--- config.mk ---
export PLATFORM = sky130hd
export DESIGN_NAME = mesi_line_ctrl
export DESIGN_NICKNAME = d
export VERILOG_FILES = /design/src/rtl/mesi_pkg.sv /design/src/rtl/mesi_state_array.sv /design/src/rtl/mesi_snoop_resp.sv /design/src/rtl/mesi_req_fsm.sv /design/src/rtl/mesi_line_ctrl.sv
export SDC_FILE = /design/constraint.sdc
export NUM_CORES = 1
export LEC_CHECK = 0
export BUFFER_PORTS_ARGS = -buffer_cell sky130_fd_sc_hd__buf_2
export CORE_MARGIN = 2
export CORE_UTILIZATION = 44
export CTS_CLUSTER_DIAMETER = 60
export DETAILED_ROUTE_END_ITERATION = 7
export PLACE_DENSITY = 0.61
export SYNTH_ARGS = -nofsm -noshare
export SYNTH_HDL_FRONTEND = slang
export SYNTH_SLANG_ARGS = --single-unit
export TNS_END_PERCENT = 20
--- constraint.sdc ---
create_clock -name clk -period 3.9 [get_ports clk]
set_clock_uncertainty 0.2 [all_clocks]
set_input_delay 0.585 -clock clk [delete_from_list [all_inputs] [get_ports clk]]
set_output_delay 0.585 -clock clk [all_outputs]
set_load 0.05 [all_outputs]
--- src/rtl/mesi_pkg.sv ---
package mesi_pkg;
  typedef enum logic [1:0] {
    ST_I = 2'd0,
    ST_S = 2'd1,
    ST_E = 2'd2,
    ST_M = 2'd3
  } line_st_e;

  typedef enum logic [1:0] {
    OP_RD  = 2'd0,
    OP_RDX = 2'd1,
    OP_INV = 2'd2,
    OP_WB  = 2'd3
  } bus_op_e;
endpackage

--- src/rtl/mesi_state_array.sv ---
module mesi_state_array
  import mesi_pkg::*;
#(
  parameter int LINES = 16,
  localparam int IDX_W = $clog2(LINES)
) (
  input  logic             clk,
  input  logic             rst,
  input  logic [IDX_W-1:0] rd_a_idx,
  output line_st_e         rd_a_st,
  input  logic [IDX_W-1:0] rd_b_idx,
  output line_st_e         rd_b_st,
  // port A has priority when both write one line
  input  logic             wa_en,
  input  logic [IDX_W-1:0] wa_idx,
  input  line_st_e         wa_st,
  input  logic             wb_en,
  input  logic [IDX_W-1:0] wb_idx,
  input  line_st_e         wb_st
);
  line_st_e lines [LINES];

  for (genvar g = 0; g < LINES; g++) begin : g_line
    always_ff @(posedge clk) begin
      if (rst)
        lines[g] <= ST_I;
      else if (wa_en && wa_idx == IDX_W'(g))
        lines[g] <= wa_st;
      else if (wb_en && wb_idx == IDX_W'(g))
        lines[g] <= wb_st;
    end
  end

  assign rd_a_st = lines[rd_a_idx];
  assign rd_b_st = lines[rd_b_idx];
endmodule

--- src/rtl/mesi_snoop_resp.sv ---
module mesi_snoop_resp
  import mesi_pkg::*;
(
  input  logic     snp_valid,
  input  bus_op_e  snp_op,
  input  logic     snp_hit,
  input  line_st_e cur_st,
  output logic     shared_o,
  output logic     flush_o,
  output logic     we_o,
  output line_st_e nxt_o
);
  always_comb begin
    shared_o = 1'b0;
    flush_o  = 1'b0;
    we_o     = 1'b0;
    nxt_o    = cur_st;
    if (snp_valid && snp_hit && cur_st != ST_I) begin
      unique case (snp_op)
        OP_RD: begin
          shared_o = 1'b1;
          flush_o  = (cur_st == ST_M);
          we_o     = 1'b1;
          nxt_o    = ST_S;
        end
        OP_RDX: begin
          flush_o = (cur_st == ST_M);
          we_o    = 1'b1;
          nxt_o   = ST_I;
        end
        OP_INV: begin
          we_o  = 1'b1;
          nxt_o = ST_I;
        end
        default: ;
      endcase
    end
  end
endmodule

--- src/rtl/mesi_req_fsm.sv ---
module mesi_req_fsm
  import mesi_pkg::*;
#(
  parameter int IDX_W = 4
) (
  input  logic             clk,
  input  logic             rst,
  input  logic             req_valid,
  input  logic             req_write,
  input  logic [IDX_W-1:0] req_idx,
  input  logic             req_hit,
  input  logic             req_victim_dirty,
  input  line_st_e         cur_st,
  input  logic             bus_gnt,
  input  logic             bus_shared,
  input  logic             snp_we,
  input  logic [IDX_W-1:0] snp_idx,
  input  line_st_e         snp_nxt,
  output logic             req_done,
  output logic             bus_req,
  output bus_op_e          bus_op,
  output logic [IDX_W-1:0] bus_idx,
  output logic             own_we,
  output logic [IDX_W-1:0] own_idx,
  output line_st_e         own_st
);
  typedef enum logic [1:0] {F_IDLE, F_WB, F_FILL, F_UPG} fsm_e;

  fsm_e fsm;
  logic pend_wr;
  logic take, hit_ok, lost;

  assign take   = (fsm == F_IDLE) && req_valid;
  assign hit_ok = req_hit && (cur_st != ST_I);
  assign lost   = snp_we && (snp_idx == bus_idx) && (snp_nxt == ST_I);

  always_ff @(posedge clk) begin
    if (rst) begin
      fsm      <= F_IDLE;
      pend_wr  <= 1'b0;
      req_done <= 1'b0;
      bus_req  <= 1'b0;
      bus_op   <= OP_RD;
      bus_idx  <= '0;
    end else begin
      req_done <= 1'b0;
      unique case (fsm)
        F_IDLE: if (take) begin
          bus_idx <= req_idx;
          pend_wr <= req_write;
          if (hit_ok) begin
            if (req_write && cur_st == ST_S) begin
              bus_op  <= OP_INV;
              bus_req <= 1'b1;
              fsm     <= F_UPG;
            end else begin
              req_done <= 1'b1;
            end
          end else if (req_victim_dirty) begin
            bus_op  <= OP_WB;
            bus_req <= 1'b1;
            fsm     <= F_WB;
          end else begin
            bus_op  <= req_write ? OP_RDX : OP_RD;
            bus_req <= 1'b1;
            fsm     <= F_FILL;
          end
        end
        F_WB: if (bus_gnt) begin
          bus_op <= pend_wr ? OP_RDX : OP_RD;
          fsm    <= F_FILL;
        end
        F_FILL, F_UPG: begin
          if (bus_gnt) begin
            bus_req  <= 1'b0;
            req_done <= 1'b1;
            fsm      <= F_IDLE;
          end else if (fsm == F_UPG && lost) begin
            bus_op <= OP_RDX;
            fsm    <= F_FILL;
          end
        end
        default: fsm <= F_IDLE;
      endcase
    end
  end

  always_comb begin
    own_we  = 1'b0;
    own_idx = bus_idx;
    own_st  = ST_M;
    unique case (fsm)
      F_IDLE: begin
        own_idx = req_idx;
        own_we  = take && hit_ok && req_write && cur_st == ST_E;
      end
      F_WB: begin
        own_we = bus_gnt;
        own_st = ST_I;
      end
      F_FILL: begin
        own_we = bus_gnt;
        own_st = pend_wr ? ST_M : (bus_shared ? ST_S : ST_E);
      end
      F_UPG: own_we = bus_gnt;
      default: ;
    endcase
  end
endmodule

--- src/rtl/mesi_line_ctrl.sv ---
module mesi_line_ctrl
  import mesi_pkg::*;
#(
  parameter int LINES = 16,
  localparam int IDX_W = $clog2(LINES)
) (
  input  logic             clk,
  input  logic             rst,
  input  logic             req_valid,
  input  logic             req_write,
  input  logic [IDX_W-1:0] req_idx,
  input  logic             req_hit,
  input  logic             req_victim_dirty,
  output logic             req_done,
  output logic             bus_req,
  output logic [1:0]       bus_op,
  output logic [IDX_W-1:0] bus_idx,
  input  logic             bus_gnt,
  input  logic             bus_shared,
  input  logic             snp_valid,
  input  logic [1:0]       snp_op,
  input  logic [IDX_W-1:0] snp_idx,
  input  logic             snp_hit,
  output logic             snp_shared,
  output logic             snp_flush
);
  line_st_e         req_st, snp_st, own_st, snp_nxt;
  logic             own_we, snp_we;
  logic [IDX_W-1:0] own_idx;
  bus_op_e          op_q;

  mesi_state_array #(.LINES(LINES)) u_arr (
    .clk(clk), .rst(rst),
    .rd_a_idx(req_idx), .rd_a_st(req_st),
    .rd_b_idx(snp_idx), .rd_b_st(snp_st),
    .wa_en(own_we), .wa_idx(own_idx), .wa_st(own_st),
    .wb_en(snp_we), .wb_idx(snp_idx), .wb_st(snp_nxt)
  );

  mesi_snoop_resp u_snp (
    .snp_valid(snp_valid), .snp_op(bus_op_e'(snp_op)), .snp_hit(snp_hit),
    .cur_st(snp_st), .shared_o(snp_shared), .flush_o(snp_flush),
    .we_o(snp_we), .nxt_o(snp_nxt)
  );

  mesi_req_fsm #(.IDX_W(IDX_W)) u_fsm (
    .clk(clk), .rst(rst),
    .req_valid(req_valid), .req_write(req_write), .req_idx(req_idx),
    .req_hit(req_hit), .req_victim_dirty(req_victim_dirty), .cur_st(req_st),
    .bus_gnt(bus_gnt), .bus_shared(bus_shared),
    .snp_we(snp_we), .snp_idx(snp_idx), .snp_nxt(snp_nxt),
    .req_done(req_done), .bus_req(bus_req), .bus_op(op_q), .bus_idx(bus_idx),
    .own_we(own_we), .own_idx(own_idx), .own_st(own_st)
  );

  assign bus_op = op_q;
endmodule

Word-level counts from Yosys, hierarchy flattened:

Memory sizes are Yosys's and may differ from the RTL's.
Cells that the tools add are included.

* equality and inequality tests: 46
* multiplexer cells: 187
* bitwise logic cells: 32
* reductions and logical operators: 60

Operators with widths (number)
* two-way mux 1 bit: 130
* two-way mux 2 bit: 49
* equality test 4 bit, second input constant: 16
* logical AND 1 bit: 43
* equality test 4 x 3 -> 1 bit, second input constant: 8
* OR 1 bit: 32
* equality test 4 x 2 -> 1 bit, second input constant: 4
* one-hot mux 2 bit (3 select lines): 2
* equality test 2 bit, second input constant: 5
* equality test 4 x 1 -> 1 bit, second input constant: 2
* zero test 4 bit: 2
* one-hot mux 2 bit (2 select lines): 2
* AND reduction 4 bit: 2
* equality test 2 x 1 -> 1 bit, second input constant: 3
* zero test 2 bit: 3
* inequality test 2 bit, second input constant: 3
* one-hot mux 1 bit (2 select lines): 3
* nonzero test 2 bit: 3
* OR reduction 2 bit: 3
* OR reduction 3 bit: 2
* AND reduction 5 bit: 1
* equality test 4 bit: 1
* two-way mux 4 bit: 1
* inequality test 2 x 1 -> 1 bit, second input constant: 2
* other kinds (3): 3

* register bits after elaboration: 11
* memory bits (writable): 32
* input port bits: 20
* output and inout bits: 10
* word-level logic and storage cells: 332
* memories kept: 1

Memory list
* u_arr.lines: words 16, width 2, rd ports 2, clocked after memory_dff 0, write ports 16, line mesi_state_array.sv:21 `line_st_e lines [LINES];`

Depth between registers and ports, before layout:

Gate-level depths: netlist of the first run.
An unclocked memory read counts as a cell.

* depth in word-level cells: 13
* gate-level depth with buffers: 8
* mapped depth without buffers: 6

Cells and area by module:

From an unflattened synthesis of the first run, not the netlist that was laid out.

* cell total of the unflattened synthesis: 303
* area total of the unflattened synthesis: 3111.7 um^2

Modules (own cells, without submodules)
* mesi_state_array: instances 1, cells an instance 214, area each 2376.0 um^2, sequential area each 960.9 um^2
* mesi_req_fsm: instances 1, cells an instance 78, area each 671.9 um^2, sequential area each 220.2 um^2
* mesi_snoop_resp: instances 1, cells an instance 11, area each 63.8 um^2, sequential area each 0.0 um^2

Worst setup path before layout of the first run:

OpenSTA, ideal clock, no wires.

* path kind: input to output
* start: input port snp_idx[1]
* end: output port snp_shared
* arrival: 2512 ps
* required time: 3115 ps
* slack: 603 ps
* stages on the path: 7
* cells stage by stage: clkbuf_1 > clkbuf_1 > mux4_2 > nand2_1 > nand3_1 > o21ai_1 > nor2_1

* longest elaborated chain between the ends: 4

Ends and longest elaborated chain
* start, declared: line mesi_line_ctrl.sv:22 `input logic [IDX_W-1:0] snp_idx,`
* memory (16 x 2 bit)
* nonzero test 2 bit: line mesi_snoop_resp.sv:18 `if (snp_valid && snp_hit && cur_st != ST_I) begin`
* logical AND 1 bit: line mesi_snoop_resp.sv:18
* two-way mux 1 bit: line mesi_snoop_resp.sv:18
* end, declared: line mesi_line_ctrl.sv:24 `output logic snp_shared,`

No other way between the ends.

Worst setup path after layout of the first run:

* start: input port snp_idx[0]
* end: output port snp_shared

The elaborated chain is that of the path after synthesis.

==> results of run 1 <==
## through the flow
step | cell area, um^2 | setup slack, ns | util [%] | instances | total power, W
2_1_floorplan | 2980 | 0.603 | - | 295 | 0.000848
3_3_place_gp | 3240 | 0.430 | 50.1 | 395 | 0.000974
3_5_place_dp | 3240 | 0.398 | 50.1 | 395 | 0.000974
4_1_cts | 3340 | 0.420 | 51.8 | 402 | 0.00132
5_1_grt | 3340 | 0.275 | 51.8 | 402 | 0.00138
6_report | 3340 | 0.417 | 51.8 | 402 | 0.00132
## power breakdown
| part | switching [W] | total, W | internal [W] | leakage [nW] |
|---|---|---|---|---|
| Clock | 0.000160 | 0.000347 | 0.000187 | 0.0502 |
| Combinational | 0.000268 | 0.000399 | 0.000132 | 0.723 |
| Sequential | 0.0000411 | 0.000570 | 0.000528 | 0.421 |
## worst register-to-register path: stages (launching register included)
cell,delay (ns)
edfxtp_1,0.44
mux4_2,0.48
mux4_2,0.53
a211o_1,0.34
a21oi_2,0.32
nand2_1,0.12
o311ai_0,0.20
## worst paths after layout
path	startpoint	endpoint	slack, ns
max	snp_idx[0]	snp_shared	0.42
min	u_fsm.bus_op[1]$_SDFFE_PP0P_	u_fsm.bus_op[1]$_SDFFE_PP0P_	0.26
max reg2reg	u_arr.lines[15][0]$_DFFE_PP_	u_arr.lines[0][1]$_DFFE_PP_	0.92
min reg2reg	u_fsm.bus_op[1]$_SDFFE_PP0P_	u_fsm.bus_op[1]$_SDFFE_PP0P_	0.26
## state kept, by name, indices dropped and copies added, names as in the netlist
| name | flops |
|---|---|
| u_fsm.fsm | 2 |
| u_fsm.bus_op | 2 |
| u_arr.lines | 32 |
| u_fsm.pend_wr | 1 |
| u_fsm.bus_idx | 4 |
| u_fsm.bus_req | 1 |
| u_fsm.req_done | 1 |
## cell usage in the layout (no fill, tap or decap), types with 9 or more instances in the layout
cell	netlist	layout
nor2b_1	15	15
nor2_1	29	29
buf_4	0	13
a211oi_1	9	9
dfxtp_1	11	11
nand2_1	48	48
mux4_2	17	17
buf_2	6	29
edfxtp_1	32	32
## cell type report
cell class | instances | area [um^2]
clock buffers | 5 | 68.8
clock inverters | 2 | 37.5
fillers | 605 | 3110
inverters | 3 | 11.3
multi-input cells | 230 | 1710
flip-flops and latches | 43 | 1180
well taps | 77 | 96.3
repair buffers | 42 | 243
## kinds of logic (layout without fill, tap and decap cells)
family          Yosys count  count (layout)  share of synthesized area [%]
simple gates            124             124                           19.5
compound gates           81              81                           22.1
flops                    43              43                           39.6
buf+inv                  22              52                           3.28
mux                      21              21                           14.4
xor+xnor                  4               4                           1.18
## metal layers
metal	vias to the layer above	part of all wire, %	track usage [%]
met3	17	7.3	3.05
met2	134	46	42.0
li1	1217	-	-
met4	0	2.2	7.67
met1	1300	44	36.3
met5	-	0	0
==> qor.yml, run 1 <==
status: "finished clean"
hold_depth: 2
die-width_um: 86.3
routed_wl_mm: 8.93
ys_seq_elements: 43
insertion_delay_ns: 0.30
hold_slack_ns: 0.265
postRouteAntennaNets: 0
first_iter_violations: 242
cts_max_level: 2
crit_required_ns: 3.12
drive_above_1_share_pct: 26.2
worstPathCellList: "buf_2, buf_4, mux4_2, a22oi_1, nand3_1, o21ai_1, nor2_1, buf_2"
fin_crit_ns: 3.48
hpwlAfterDp_mm: 6.85
endpoint_kind: "primary output"
min_path_type: "reg -> reg"
path_max_fanout: 12
fin_setup_tns_ns: 0
setup_viol: 0
synth_fp_nets: 315
critPathTopFamily: "buffers and inverters"
die_h_um: 86.3
first_pass_iters: 5
fmax_ghz: 0.287
drt-vias-per-instance: 6.64
seq_area_frac_synth_pct: 39.6
async_flop_share_pct: 0
drc_errors: 0
p_leak_nw: 1.19
maxCapViolCount: 0
cp_slowest_cell: "mux4_2"
nets: 345
power.density_nw_per_um2: 393
overflow: 0
port_buffers: 29
holdBufCountCts: 0
via_count: 2668
gr-usage-all-layers_pct: 25.7
arrival_ns: 2.70
post-synth-top-area-fraction_pct: 32.3
peakVddDrop_mv: 0.148
cts.sinks: 43
post_synth.cell_area_avg_um2: 10.1
row_count: 29
cpMostUsedCell: "buf_2"
slew_violations: 0
postCtsSetupBuffers: 0
grt_pass1_wl_mm: 14.4
ys_types: 53
worstSetupStartpointType: "input port"
yosys-top-cells-count: "48 x nand2_1, 32 x edfxtp_1, 29 x nor2_1, 17 x mux4_2, 15 x nor2b_1"
rsz0062_at_grt: "false"
slew_headroom_pct: 38.3
ys.flop_type: "edfxtp_1"
synth_area_um2: 2980
cts_tree: "done"
cts_buffers: 5
timing_hold_violations_final: 0
worst_slew_pin_slew_ns: 0.919
io_pins: 30
ff2ff_path_depth: 6
antenna_found_initial: 0
postSynthCellCount: 295
post_cts_resize_count: 0
antennaDiodeCount: 0
avgRoutedWirePerCell_um: 22.2
worstSetupPathType: "in -> out"
clk_pin_slew_ns: 0.08
timing.final.crit_share_pct: 89.3
synth_top_cell_by_area: "edfxtp_1"
area_growth_pct: 12.3
cts_buffer_depth: 2
synth_edf_count: 32
synth_area_leaders: "edfxtp_1 32%, mux4_2 13%, dfxtp_1 7.4%"
start_util_pct: 46.1
coreArea_um2: 6460
grt_pass1_vias: 2545
place_congestion: 0.955
ys_warn_count: 0
cp_num_buf_inv: 3
root_buffer: "clkbuf_8"
dieArea_um2: 7450
slowest_delay_ns: 0.50
worst-path-stages: 8
synth_most_common_cell: "nand2_1"
grt_max_degree: 24
(Power assumes the default switching activity.)
==> run 2, diff against run 1 <==
==> constraint.sdc (replaced) <==
create_clock -name clk -period 4 [get_ports clk]
set_clock_uncertainty 0.2 [all_clocks]
set_input_delay 0.6 -clock clk [delete_from_list [all_inputs] [get_ports clk]]
set_output_delay 0.6 -clock clk [all_outputs]
set_load 0.05 [all_outputs]
==> qor.yml, run 2 (synthesis results as in run 1) <==
hold_depth: 2  # unchanged
fin_util_pct: 51.7  # -0.12 points
routed_wl_mm: 9.12  # +2.1%
fillers: 609  # +0.66%
cpMostUsedCell: "buf_2"
worst_slew_pin_slew_ns: 0.975  # +0.0561 ns
slew_headroom_pct: 34.6  # -3.8 points
power.density_nw_per_um2: 408  # +3.6%
grt_pass1_vias: 2486  # -2.3%
rsz0062_at_grt: "false"
post_cts_resize_count: 0  # unchanged
antennaDiodeCount: 0  # unchanged
min_path_type: "reg -> reg"
hold_end: "u_fsm.bus_op[1]$_SDFFE_PP0P_"
area_growth_pct: 12.0
worstReg2RegStart: "u_arr.lines[8][0]$_SDFFCE_PN0P_"
via_count: 2652  # -0.60%
cp_num_buf_inv: 2  # -1
fin_crit_ns: 3.60
drive_above_1_share_pct: 25.2  # -0.92 points
endpoint_kind: "primary output"
arrival_ns: 2.80  # +0.10 ns
setup_viol: 0  # unchanged
cts_buffer_depth: 2  # unchanged
grt_pass1_wl_mm: 14.2  # -0.96%
antenna_found_initial: 0  # unchanged
postCtsSetupBuffers: 0  # unchanged
dieArea_um2: 7450  # unchanged
cts_max_level: 2  # unchanged
hp-start: "u_fsm.bus_op[1]$_SDFFE_PP0P_"
worstPathCellList: "buf_2, mux4_2, a22oi_1, nand3_1, o21ai_1, nor2_1, buf_2"
critPathTopFamily: "compound AO/OA/AOI/OAI gates"
first_pass_iters: 5  # unchanged
r2r_slack_ns: 0.80  # -0.12 ns
port_buffers: 29  # unchanged
timing.final.crit_share_pct: 90.0
p_leak_nw: 1.19  # -0.74%
worstSetupStartpointType: "input port"
slowest_delay_ns: 0.62  # +0.12 ns
final_cell_mix: "48 x nand2_1, 32 x edfxtp_1, 29 x nor2_1, 29 x buf_2, 17 x mux4_2"
cts.sinks: 43  # unchanged
io_pins: 30  # unchanged
cts_buffers: 5  # unchanged
timing_hold_violations_final: 0  # unchanged
cp_slowest_cell: "mux4_2"
drc_errors: 0  # unchanged
fmax_ghz: 0.278
reg2reg_to: "u_arr.lines[9][0]$_DFFE_PP_"
hpwlAfterDp_mm: 6.83  # -0.21%
top_regs: "u_arr.lines (32), u_fsm.bus_idx (4)"
status: "finished clean"
coreArea_um2: 6460  # unchanged
row_count: 29  # unchanged
place_congestion: 0.921  # -3.5%
postRouteAntennaNets: 0  # unchanged
start_util_pct: 46.1  # unchanged
slew_violations: 0  # unchanged
top_register: "u_arr.lines"
grt_max_degree: 24  # unchanged
peakVddDrop_mv: 0.158  # +7.0%
worstSetupPathType: "in -> out"
die-width_um: 86.3  # unchanged
crit_required_ns: 3.20  # +0.08 ns
path_max_fanout: 17  # +5
die_h_um: 86.3  # unchanged
avgRoutedWirePerCell_um: 22.9  # +3.1%
insertion_delay_ns: 0.30  # about the same
nets: 340  # -1.4%
holdBufCountCts: 0  # unchanged
overflow: 0  # unchanged
gr-usage-all-layers_pct: 25.8  # +0.086 points
root_buffer: "clkbuf_8"
drt-vias-per-instance: 6.66  # +0.40%
hold_slack_ns: 0.260  # -0.00504 ns
first_iter_violations: 259  # +7.0%
clk_pin_slew_ns: 0.09  # about the same
ff2ff_path_depth: 6  # unchanged
final_common_cell: "nand2_1"
maxCapViolCount: 0  # unchanged
fin_setup_tns_ns: 0  # unchanged
cts_tree: "done"
largest_reg_flops: 32  # unchanged
==> run 2: how the worst max path moves through the flow <==
stage	from	end	slack, ns	cells past startpoint
finish	snp_idx[0]	snp_shared	0.40	7
global route	snp_idx[0]	snp_shared	0.23	7
CTS	snp_idx[0]	snp_shared	0.43	7
detailed placement	req_idx[1]	u_arr.lines[9][0]$_DFFE_PP_	0.29	7
global placement	req_idx[1]	u_arr.lines[9][0]$_DFFE_PP_	0.38	7
floorplan	snp_idx[1]	snp_shared	0.67	7
==> run 2: stage by stage <==
| step | setup WS, ns | instances | instance area [um^2] | total power, W |
|---|---|---|---|---|
| finish | 0.399 | 398 | 3340 | 0.00136 |
| global route | 0.232 | 398 | 3340 | 0.00142 |
| CTS | 0.428 | 398 | 3340 | 0.00136 |
| detailed placement | 0.286 | 390 | 3200 | 0.000948 |
| global placement | 0.384 | 390 | 3200 | 0.000945 |
| floorplan | 0.673 | 295 | 2980 | 0.000827 |
==> run 2: final cells by class <==
cell class | count | area [um^2] | area share [%]
timing repair buffer | 37 | 205 | 6.15
clock inverter | 3 | 67.6 | 2.02
tap | 77 | 96.3 | 2.89
inverter | 3 | 11.3 | 0.337
multi-input combinational | 230 | 1710 | 51.1
clock buffer | 5 | 68.8 | 2.06
sequential | 43 | 1180 | 35.4
==> run 2: worst min-delay path: cells and delay by family, from the launching register on <==
family / cells / cell delay [ns]
AOI/OAI and AO/OA: 1 / 0.06
and+or+nand+nor: 1 / 0.05
DFF: 1 / 0.32
==> run 2: layer usage <==
metal,up-vias,global-route usage [%],part of all wire (%)
met5,-,0,0
met2,155,38.8,45
met1,1273,37.8,44
li1,1205,-,-
met4,0,10.1,2.9
met3,19,3.81,8.6
==> run 2: power breakdown <==
group / switching, W / internal (W) / leakage [nW]
logic: 0.000263 / 0.000126 / 0.700
clock network: 0.000167 / 0.000249 / 0.0644
registers: 0.0000392 / 0.000515 / 0.421
total: 0.000470 / 0.000890 / 1.19
==> run 3, diff against run 2 <==
--- a/config.mk
+++ b/config.mk
@@ -11,6 +11,7 @@
 export CTS_CLUSTER_DIAMETER = 60
 export DETAILED_ROUTE_END_ITERATION = 7
 export PLACE_DENSITY = 0.61
+export SETUP_SLACK_MARGIN = 0.5
 export SYNTH_ARGS = -nofsm -noshare
 export SYNTH_HDL_FRONTEND = slang
 export SYNTH_SLANG_ARGS = --single-unit
==> constraint.sdc (replaced) <==
create_clock -name clk -period 3.95 [get_ports clk]
set_clock_uncertainty 0.2 [all_clocks]
set_input_delay 0.5925 -clock clk [delete_from_list [all_inputs] [get_ports clk]]
set_output_delay 0.5925 -clock clk [all_outputs]
set_load 0.05 [all_outputs]
==> qor.yml, run 3 (synthesis results as in run 1) <==
cts_max_level: 2  # unchanged
route.met2.wl_mm: 4.02  # -2.1%
cts_buffer_depth: 2  # unchanged
io_pins: 30  # unchanged
dpl.cell_count: 394  # +1.0%
fin_setup_tns_ns: 0  # unchanged
start_util_pct: 46.1  # unchanged
arrival_ns: 2.50  # -0.30 ns
grt_max_degree: 24  # unchanged
top_regs: "u_arr.lines (32), u_fsm.bus_idx (4)"
antennaDiodeCount: 0  # unchanged
combPwrFrac_pct: 30.0  # +1.4 points
avgRoutedWirePerCell_um: 22.0  # -4.0%
nets: 344  # +1.2%
via_count: 2682  # +1.1%
p_switching_w: 0.000477  # +1.5%
path_max_fanout: 17  # unchanged
fin_ws_ns: 0.655  # +0.256 ns
final_cell_mix: "48 x nand2_1, 32 x edfxtp_1, 29 x nor2_1"
p_clk_share_pct: 27.5  # -3.1 points
clk_pin_slew_ns: 0.09  # about the same
final_common_cell: "nand2_1"
gr-usage-all-layers_pct: 24.7  # -1.1 points
fin_crit_ns: 3.30
peakVddDrop_mv: 0.184  # +16%
dr_wl_met3_um: 791  # +1.3%
slew_violations: 0  # unchanged
p_leak_nw: 1.20  # +1.2%
timing_hold_violations_final: 0  # unchanged
root_buffer: "clkbuf_8"
place_congestion: 0.948  # +2.9%
antenna_found_initial: 0  # unchanged
hpwlAfterDp_mm: 6.70  # -2.0%
overflow: 0  # unchanged
setup_viol: 0  # unchanged
min_path_type: "reg -> reg"
fillers: 593  # -2.6%
cts_tree: "done"
rsz0062_at_grt: "false"
cts_buffers: 5  # unchanged
slew_headroom_pct: 26.5  # -8.1 points
first_iter_violations: 249  # -3.9%
routed_wl_mm: 8.84  # -3.1%
wl_met1_mm: 3.77  # -5.1%
grt_pass1_vias: 2517  # +1.2%
dr.max_layer_used: "met4"
endpoint_kind: "primary output"
maxCapViolCount: 0  # unchanged
power.density_nw_per_um2: 394  # -3.4%
die_h_um: 86.3  # unchanged
crit_required_ns: 3.16  # -0.04 ns
die-width_um: 86.3  # unchanged
largest_reg_flops: 32  # unchanged
timing.final.crit_share_pct: 83.4
drt-vias-per-instance: 6.67  # +0.12%
postRouteAntennaNets: 0  # unchanged
power.internal_w: 0.000843  # -5.3%
pwr-share-seq_pct: 42.5  # +1.7 points
hold_slack_ns: 0.266  # +0.00640 ns
row_count: 29  # unchanged
worst_slew_pin_slew_ns: 1.10  # +0.120 ns
dieArea_um2: 7450  # unchanged
pre_cts_slack_ns: 0.426  # +0.139 ns
fmax_ghz: 0.303
coreArea_um2: 6460  # unchanged
grt_pass1_wl_mm: 13.8  # -3.0%
p_sw_share_pct: 36.1  # +1.6 points
cts.sinks: 43  # unchanged
port_buffers: 29  # unchanged
insertion_delay_ns: 0.31  # about the same
drc_errors: 0  # unchanged
worstSetupPathType: "in -> out"
first_pass_iters: 4  # -1
drive_above_1_share_pct: 26.5  # +1.2 points
finalNonFillerCells: 402  # +1.0%
top_register: "u_arr.lines"
area_growth_pct: 12.6
status: "finished clean"
worstSetupStartpointType: "input port"
run 3: power by group through the flow:
stage	logic (W)	registers (W)	clock network [W]
after global routing	0.000428	0.000568	0.000381
final	0.000395	0.000562	0.000363
after floorplan	0.000239	0.000598	0
after global placement	0.000390	0.000571	0
after detailed placement	0.000389	0.000571	0
after CTS	0.000390	0.000561	0.000368
run 3: routing by layer:
metal	up-vias	global-route usage, %
li1	1215	-
met5	-	0
met1	1312	34.2
met3	22	5.24
met4	0	9.23
met2	133	38.5
run 3: through the flow:
| stage | instance area [um^2] | utilization [%] | total power, W |
|---|---|---|---|
| floorplan | 2980 | - | 0.000837 |
| global placement | 3230 | 50.0 | 0.000961 |
| detailed placement | 3230 | 50.0 | 0.000961 |
| CTS | 3350 | 51.8 | 0.00132 |
| global route | 3350 | 51.9 | 0.00138 |
| finish | 3350 | 51.9 | 0.00132 |
run 3: timing repair:
item,4_1_cts,5_1_grt
endpoints found under the setup margin,0,2
hold buffers,0,0
resized for setup,0,2
setup buffers,0,0
run 3: critical path, stage by stage:
cell      delay (ns)
clkbuf_4        0.30
mux4_2          0.55
a22oi_1         0.18
nand3_1         0.25
buf_4           0.24
and3b_1         0.17
buf_2           0.21
run 3: worst paths after layout:
kind                                                     end                    startpoint  slack, ns  cells after the start
worst max-delay path                               snp_flush                    snp_idx[0]       0.65                      7
worst min-delay path            u_fsm.bus_op[0]$_SDFFE_PP0P_  u_fsm.bus_op[0]$_SDFFE_PP0P_       0.27                      1
worst max register to register   u_arr.lines[5][0]$_DFFE_PP_  u_arr.lines[12][0]$_DFFE_PP_       0.96                      7
worst min register to register  u_fsm.bus_op[0]$_SDFFE_PP0P_  u_fsm.bus_op[0]$_SDFFE_PP0P_       0.27                      1
run 3: layout make-up:
type / count / area (um^2) / area share (%)
Tap cell: 77 / 96.3 / 2.87
Clock inverter: 3 / 47.5 / 1.42
Clock buffer: 5 / 68.8 / 2.05
Sequential cell: 43 / 1180 / 35.2
Timing Repair Buffer: 41 / 238 / 7.09
Inverter: 3 / 11.3 / 0.336
Multi-Input combinational cell: 230 / 1710 / 51.0
